--- src/rtl/awm_pkg.sv ---
package awm_pkg;

   // Source selected for the shared bus in a given cycle.
   typedef enum logic [1:0] {
      SRC_ADDR_HI = 2'd0,
      SRC_ADDR_LO = 2'd1,
      SRC_DATA    = 2'd2
   } bus_src_e;

   // Strobe windows, in the order of the window array in the top.
   localparam int WIN_ADV1 = 0;
   localparam int WIN_ADV2 = 1;
   localparam int WIN_OE1  = 2;
   localparam int WIN_OE2  = 3;
   localparam int WIN_WE   = 4;
   localparam int NWIN     = 5;

endpackage

--- src/rtl/awm_seq.sv ---
// Access sequencer: accepts a request, captures its context and runs the
// cycle counter until the programmed length is used up.
module awm_seq #(
   parameter int CYC_W = 6,
   parameter int LAT_W = 8
) (
   input  logic             clk,
   input  logic             rst_n,
   input  logic             start,
   input  logic [CYC_W-1:0] cyc_time,
   input  logic [LAT_W-1:0] lat_in,
   output logic             busy,
   output logic [CYC_W-1:0] cnt,
   output logic [LAT_W-1:0] lat_q
);
   logic [CYC_W-1:0] cyc_q;
   logic [CYC_W-1:0] last_c;
   logic             busy_q;
   logic [CYC_W-1:0] cnt_q;

   always_comb last_c = (cyc_q == '0) ? '0 : cyc_q - 1'b1;

   always_ff @(posedge clk or negedge rst_n) begin
      if (!rst_n) begin
         busy_q <= 1'b0;
         cnt_q  <= '0;
         cyc_q  <= '0;
         lat_q  <= '0;
      end else if (!busy_q) begin
         if (start) begin
            busy_q <= 1'b1;
            cnt_q  <= '0;
            cyc_q  <= cyc_time;
            lat_q  <= lat_in;
         end
      end else if (cnt_q == last_c) begin
         busy_q <= 1'b0;
      end else begin
         cnt_q <= cnt_q + 1'b1;
      end
   end

   assign busy = busy_q;
   assign cnt  = cnt_q;
endmodule

--- src/rtl/awm_window.sv ---
// One programmable strobe window: hit while on <= count < off during an access.
module awm_window #(
   parameter int ON_W  = 4,
   parameter int OFF_W = 5,
   parameter int CNT_W = 6
) (
   input  logic             busy,
   input  logic [CNT_W-1:0] cnt,
   input  logic [ON_W-1:0]  on_t,
   input  logic [OFF_W-1:0] off_t,
   output logic             hit
);
   localparam int CW0 = (ON_W > OFF_W) ? ON_W : OFF_W;
   localparam int CW  = ((CNT_W > CW0) ? CNT_W : CW0) + 1;

   logic [CW-1:0] c_x, on_x, off_x;

   always_comb begin
      c_x   = CW'(cnt);
      on_x  = CW'(on_t);
      off_x = CW'(off_t);
      hit   = busy && (c_x >= on_x) && (c_x < off_x);
   end
endmodule

--- src/rtl/awm_busmux.sv ---
// Shared bus source selection: two address halves, then paced data beats,
// with the last driven value kept while idle.
module awm_busmux
   import awm_pkg::*;
#(
   parameter int BUS_W     = 16,
   parameter int MAX_BEATS = 8,
   parameter int BEAT_W    = 3,
   parameter int ON_W      = 4,
   parameter int OFF_W     = 5,
   parameter int PG_W      = 4,
   parameter int CNT_W     = 6
) (
   input  logic                       clk,
   input  logic                       rst_n,
   input  logic                       busy,
   input  logic [CNT_W-1:0]           cnt,
   input  logic [2*BUS_W-1:0]         addr,
   input  logic [MAX_BEATS*BUS_W-1:0] data,
   input  logic [BEAT_W-1:0]          last_beat,
   input  logic [OFF_W-1:0]           hi_end,
   input  logic [ON_W-1:0]            we_on,
   input  logic [ON_W-1:0]            data_on,
   input  logic [PG_W-1:0]            gap,
   output logic [BUS_W-1:0]           bus_o
);
   localparam int SW0 = (CNT_W > OFF_W) ? CNT_W : OFF_W;
   localparam int SW  = SW0 + PG_W + BEAT_W + 2;

   logic [SW-1:0]          cnt_e, gap_e, don_e;
   logic [MAX_BEATS-1:0]   reached;
   logic [BEAT_W-1:0]      idx;
   bus_src_e               src;
   logic [BUS_W-1:0]       cur, hold_q;

   always_comb begin
      cnt_e = SW'(cnt);
      don_e = SW'(data_on);
      gap_e = (gap == '0) ? SW'(1) : SW'(gap);
   end

   for (genvar k = 0; k < MAX_BEATS; k++) begin : g_beat
      logic [SW-1:0] beat_start;
      always_comb begin
         beat_start = don_e + SW'(k) * gap_e;
         reached[k] = (SW'(k) <= SW'(last_beat)) && (cnt_e >= beat_start);
      end
   end

   always_comb begin
      idx = '0;
      for (int k = 0; k < MAX_BEATS; k++)
         if (reached[k]) idx = BEAT_W'(k);
   end

   always_comb begin
      if (cnt_e >= don_e)                src = SRC_DATA;
      else if (cnt_e >= SW'(we_on))      src = SRC_ADDR_LO;
      else if (cnt_e < SW'(hi_end))      src = SRC_ADDR_HI;
      else                               src = SRC_ADDR_LO;
   end

   always_comb begin
      case (src)
         SRC_ADDR_HI: cur = addr[2*BUS_W-1:BUS_W];
         SRC_ADDR_LO: cur = addr[BUS_W-1:0];
         default:     cur = data[idx*BUS_W +: BUS_W];
      endcase
   end

   always_ff @(posedge clk or negedge rst_n) begin
      if (!rst_n)    hold_q <= '0;
      else if (busy) hold_q <= cur;
   end

   assign bus_o = busy ? cur : hold_q;
endmodule

--- src/rtl/awm_wr_timer.sv ---
// Write access timing generator for a device with a shared address/data bus.
module awm_wr_timer
   import awm_pkg::*;
#(
   parameter int BUS_W     = 16,
   parameter int MAX_BEATS = 8,
   parameter int ON_W      = 4,
   parameter int OFF_W     = 5,
   parameter int PG_W      = 4,
   parameter int CYC_W     = 6,
   parameter int BEAT_W    = (MAX_BEATS > 1) ? $clog2(MAX_BEATS) : 1
) (
   input  logic                       clk,
   input  logic                       rst_n,
   input  logic                       start,
   input  logic [2*BUS_W-1:0]         addr,
   input  logic [MAX_BEATS*BUS_W-1:0] wr_data,
   input  logic [BEAT_W-1:0]          beat_cnt,
   input  logic [ON_W-1:0]            adv1_on,
   input  logic [OFF_W-1:0]           adv1_off,
   input  logic [ON_W-1:0]            adv2_on,
   input  logic [OFF_W-1:0]           adv2_off,
   input  logic [ON_W-1:0]            oe1_on,
   input  logic [OFF_W-1:0]           oe1_off,
   input  logic [ON_W-1:0]            oe2_on,
   input  logic [OFF_W-1:0]           oe2_off,
   input  logic [ON_W-1:0]            we_on,
   input  logic [OFF_W-1:0]           we_off,
   input  logic [ON_W-1:0]            data_on,
   input  logic [PG_W-1:0]            beat_gap,
   input  logic [CYC_W-1:0]           cyc_time,
   output logic                       busy,
   output logic                       cs_n,
   output logic                       adv_n,
   output logic                       oe_n,
   output logic                       we_n,
   output logic                       dir_o,
   output logic                       bus_oe,
   output logic [BUS_W-1:0]           bus_o
);
   localparam int TIME_W = NWIN*(ON_W+OFF_W) + ON_W + PG_W;
   localparam int LAT_W  = 2*BUS_W + MAX_BEATS*BUS_W + BEAT_W + TIME_W;

   initial begin
      assert (BUS_W >= 1)                  else $fatal(1, "BUS_W must be positive");
      assert (MAX_BEATS >= 2)              else $fatal(1, "MAX_BEATS must be at least 2");
      assert ((1 << BEAT_W) >= MAX_BEATS)  else $fatal(1, "BEAT_W too narrow");
      assert (ON_W >= 1 && OFF_W >= ON_W)  else $fatal(1, "bad on/off widths");
      assert (CYC_W >= OFF_W)              else $fatal(1, "CYC_W narrower than OFF_W");
   end

   logic [LAT_W-1:0]           lat_in, lat_q;
   logic [CYC_W-1:0]           cnt;
   logic                       busy_i;

   logic [2*BUS_W-1:0]         addr_q;
   logic [MAX_BEATS*BUS_W-1:0] data_q;
   logic [BEAT_W-1:0]          beats_q;
   logic [ON_W-1:0]            on_q  [NWIN];
   logic [OFF_W-1:0]           off_q [NWIN];
   logic [ON_W-1:0]            don_q;
   logic [PG_W-1:0]            gap_q;
   logic [NWIN-1:0]            hit;

   assign lat_in = {addr, wr_data, beat_cnt,
                    adv1_on, adv1_off, adv2_on, adv2_off,
                    oe1_on,  oe1_off,  oe2_on,  oe2_off,
                    we_on,   we_off,   data_on, beat_gap};

   assign {addr_q, data_q, beats_q,
           on_q[WIN_ADV1], off_q[WIN_ADV1], on_q[WIN_ADV2], off_q[WIN_ADV2],
           on_q[WIN_OE1],  off_q[WIN_OE1],  on_q[WIN_OE2],  off_q[WIN_OE2],
           on_q[WIN_WE],   off_q[WIN_WE],   don_q, gap_q} = lat_q;

   awm_seq #(.CYC_W(CYC_W), .LAT_W(LAT_W)) u_seq (
      .clk      (clk),
      .rst_n    (rst_n),
      .start    (start),
      .cyc_time (cyc_time),
      .lat_in   (lat_in),
      .busy     (busy_i),
      .cnt      (cnt),
      .lat_q    (lat_q)
   );

   for (genvar w = 0; w < NWIN; w++) begin : g_win
      awm_window #(.ON_W(ON_W), .OFF_W(OFF_W), .CNT_W(CYC_W)) u_win (
         .busy  (busy_i),
         .cnt   (cnt),
         .on_t  (on_q[w]),
         .off_t (off_q[w]),
         .hit   (hit[w])
      );
   end

   awm_busmux #(
      .BUS_W(BUS_W), .MAX_BEATS(MAX_BEATS), .BEAT_W(BEAT_W),
      .ON_W(ON_W), .OFF_W(OFF_W), .PG_W(PG_W), .CNT_W(CYC_W)
   ) u_bus (
      .clk       (clk),
      .rst_n     (rst_n),
      .busy      (busy_i),
      .cnt       (cnt),
      .addr      (addr_q),
      .data      (data_q),
      .last_beat (beats_q),
      .hi_end    (off_q[WIN_OE1]),
      .we_on     (on_q[WIN_WE]),
      .data_on   (don_q),
      .gap       (gap_q),
      .bus_o     (bus_o)
   );

   assign busy   = busy_i;
   assign cs_n   = !busy_i;
   assign dir_o  = busy_i;
   assign bus_oe = busy_i;
   assign adv_n  = !(hit[WIN_ADV1] || hit[WIN_ADV2]);
   assign oe_n   = !(hit[WIN_OE1]  || hit[WIN_OE2]);
   assign we_n   = !hit[WIN_WE];
endmodule

--- config.mk ---
export PLATFORM = sky130hd
export DESIGN_NAME = awm_wr_timer
export DESIGN_NICKNAME = d
export VERILOG_FILES = /design/src/rtl/awm_pkg.sv /design/src/rtl/awm_seq.sv /design/src/rtl/awm_window.sv /design/src/rtl/awm_busmux.sv /design/src/rtl/awm_wr_timer.sv
export SDC_FILE = /design/constraint.sdc
export NUM_CORES = 1
export LEC_CHECK = 0
export BUFFER_PORTS_ARGS = -buffer_cell sky130_fd_sc_hd__buf_2
export CORE_ASPECT_RATIO = 0.5
export CORE_MARGIN = 2
export CORE_UTILIZATION = 55
export CTS_CLUSTER_DIAMETER = 60
export DETAILED_ROUTE_END_ITERATION = 10
export PLACE_DENSITY = 0.77
export SETUP_SLACK_MARGIN = 0.1
export SLEW_MARGIN = 10
export SYNTH_ARGS = -nofsm -noshare
export SYNTH_HDL_FRONTEND = slang
export SYNTH_HIERARCHICAL = 1
export SYNTH_SLANG_ARGS = --single-unit
--- constraint.sdc ---
create_clock -name clk -period 9.6 [get_ports clk]
set_input_delay 0 -clock clk [delete_from_list [all_inputs] [get_ports clk]]
set_output_delay 0 -clock clk [all_outputs]
set_load 0.02 [all_outputs]
==> flow_metrics.env <==
export IMPL_dpl_cell_area_mm2=0.0157
export IMPL_grt_first_pass_wirelength_mm=72.5
export IMPL_totalWireLength_mm=45.7
export IMPL_top_layer_used="met4"
export IMPL_hpwl_mm=27.0
export IMPL_design_area_mm2=0.0189
export IMPL_cts_sinks=245
export IMPL_first_iter_violations=1505
export IMPL_cts_root_buf="clkbuf_16"
export IMPL_ctsResizeCount=0
export IMPL_hold_viol=0
export IMPL_yosysSeqAreaShare_pct=43.3
export IMPL_cp_data_required_time_ns=9.60
export IMPL_drc=0
export IMPL_yosysWarnings=6
export IMPL_worstSetupStartpointType="register"
export IMPL_yosysTopAreaCell="dfrtp_1"
export IMPL_syn_nets=1977
export IMPL_wirelength_met1_mm=17.7
export IMPL_fmax_mhz=150
export IMPL_drt_wirelength_per_cell_um=18.8
export IMPL_synth_edf_count=0
export IMPL_timing_final_crit_share_pct=69.3
export IMPL_synthToLayoutAreaGrowth_pct=33.6
export IMPL_htreeDepth=1
export IMPL_syn_area_mm2=0.0142
export IMPL_hold_class="in2async"
export IMPL_synth_top_cell_area_share_pct=43.3
export IMPL_grt_total_usage_pct=33.7
export IMPL_synth_area_per_cell_um2=8.75
export IMPL_worst_pin_slew_ns=1.40
export IMPL_grt_max_degree=106
export IMPL_io_pin_count=248
export IMPL_cts_max_path_buffers=3
export IMPL_antenna_found_initial=6
export IMPL_r2r_end="u_bus/hold_q[2]"
export IMPL_via_per_inst=5.60
export IMPL_fin_tns_setup_ns=0
export IMPL_numCtsBuffers=24
export IMPL_cts_tree="built"
export IMPL_r2r_start="u_seq/lat_q[2]"
export IMPL_dieArea_mm2=0.0271
export IMPL_die_w_um=231
export IMPL_clk_pin_slew_ns=0.07
export IMPL_r2r_slack_ns=3.55
export IMPL_fin_cells=2439
export IMPL_post_cts_buffers=0
export IMPL_ys_types=66
export IMPL_end_kind="output pin"
export IMPL_fin_skew_ns=0.0306
export IMPL_cts_hold_buf=238
export IMPL_fp_row_count=41
export IMPL_rsz0062_at_grt="no"
export IMPL_drv_slew=0
export IMPL_dieHeight_um=117
export IMPL_yosys_top_cells_area="dfrtp_1 43%, nand2_1 18%, ha_1 11%"
export IMPL_placedCellCount=2152
export IMPL_p_per_area_mw_per_mm2=443
export IMPL_cp_data_arrival_time_ns=6.65
export IMPL_relSlewSlack_pct=6.14
export IMPL_setup_viol=0
export IMPL_grt_pass1_vias=14000
export IMPL_met3WireLength_mm=3.37
export IMPL_layout_nets=2432
export IMPL_ys_top_cells_by_count="694 x nand2_1, 245 x dfrtp_1, 121 x ha_1"
export IMPL_ys_flop_type="dfrtp_1"
export IMPL_async_flop_share_pct=100
export IMPL_leakage_uw=0.0100
export IMPL_outcome="complete, no violations"
export IMPL_r2r_cells=17
export IMPL_syn_inst=1617
export IMPL_start_util_pct=56.1
export IMPL_cap_violations=0
export IMPL_vdd_drop_max_mv=0.401
export IMPL_drive_above_1_share_pct=16.8
export IMPL_vias=13700
export IMPL_dr_wl_met2_mm=22.0
export IMPL_crit_type="reg2out"
export IMPL_portBuffers=247
export IMPL_final_min_clock_period_ns=6.65
export IMPL_core_area_mm2=0.0252
export IMPL_ys_seq_elements=245
export IMPL_synth_most_common_cell="nand2_1"
export IMPL_cp_max_fo=16
export IMPL_drt_pass1_iter_count=8
export IMPL_antenna_left=0
export IMPL_clk_latency_ns=0.56
export IMPL_place_congestion=0.908
export IMPL_grt_overflow=0
[where the power goes]
part	internal [uW]	switching, uW	total [uW]
clock network	563	436	999
logic	2240	3220	5450
registers	1530	401	1930
[per-layer routing]
metal / global-route usage [%] / up-vias
li1: - / 6290
met2: 56.1 / 689
met3: 6.42 / 203
met1: 41.7 / 6474
met4: 18.2 / 0
met5: 0 / -
[critical path, cell delays in order, from the launching register on]
cell	delay, ns
dfrtp_1	0.54
inv_1	0.27
ha_1	0.32
or3_1	0.37
and2_1	0.21
ha_1	0.31
fa_1	0.52
inv_1	0.07
fa_1	0.44
xor2_1	0.16
ha_1	0.29
a21oi_1	0.15
o22ai_1	0.09
o311ai_1	0.52
o21ai_1	0.63
a222oi_1	0.52
o221ai_1	0.21
o22a_1	0.30
buf_2	0.18
[worst max path at each step]
stage	slack, ns	endpoint	start
after floorplan	4.39	u_bus/hold_q[10]	u_seq/lat_q[2]
after global placement	3.92	bus_o[9]	u_seq/lat_q[2]
after detailed placement	3.73	bus_o[6]	u_seq/lat_q[2]
after CTS	3.15	bus_o[6]	u_seq/lat_q[2]
after global routing	2.66	bus_o[14]	u_seq/lat_q[2]
final	2.95	bus_o[2]	u_seq/lat_q[2]
[cells by family (layout without fill, tap and decap cells)]
| logic type | count (synthesis) | count (layout) | share of synthesized area, % |
|---|---|---|---|
| other | 0 | 6 | 0 |
| adders and majority gates | 135 | 135 | 12.7 |
| xor gates and xnor gates | 24 | 24 | 1.49 |
| AOI/OAI and AO/OA | 211 | 211 | 11.3 |
| DFF | 245 | 245 | 43.3 |
| muxes | 56 | 56 | 4.46 |
| buffers and inverters | 168 | 640 | 4.70 |
| and+or+nand+nor | 778 | 778 | 22.1 |
[area by class of cell]
type | count | area [um^2]
clock inverters | 9 | 113
flip-flops and latches | 245 | 6130
diodes | 6 | 15.0
fillers | 1658 | 6330
multi-input cells | 1204 | 7380
inverters | 97 | 370
well taps | 344 | 430
repair buffers | 500 | 3740
clock buffers | 34 | 728
[layout by cell type (no fill, tap or decap), drive strengths merged, types with 17 or more instances in the layout]
cell,instances
a21o,19
dfrtp,245
buf,262
clkbuf,34
nand2,694
dlygate4sd3,238
inv,95
mux2,17
o21ai,26
a21oi,36
ha,121
a211oi,19
mux2i,39
nor2,20
[per-stage QoR]
stage               hold WS (ns)  power (uW)  setup WS (ns)  util [%]
global placement          0.0610        6950           3.92      62.1
detailed placement        0.0612        7080           3.73      62.1
finish                    0.0136        8380           2.95      74.9
CTS                       0.0797        8190           3.15      74.9
floorplan                 -0.296        5670           4.39         -
global route              0.0884        8960           2.66      74.9
[flip-flops by register name, summed over array words and instances, names as in the netlist]
name	cells
u_seq/lat_q	216
u_seq/busy	1
u_seq/cnt	6
u_bus/hold_q	16
u_seq/cyc_q	6
No activity file was read; power rests on OpenSTA's default activity.
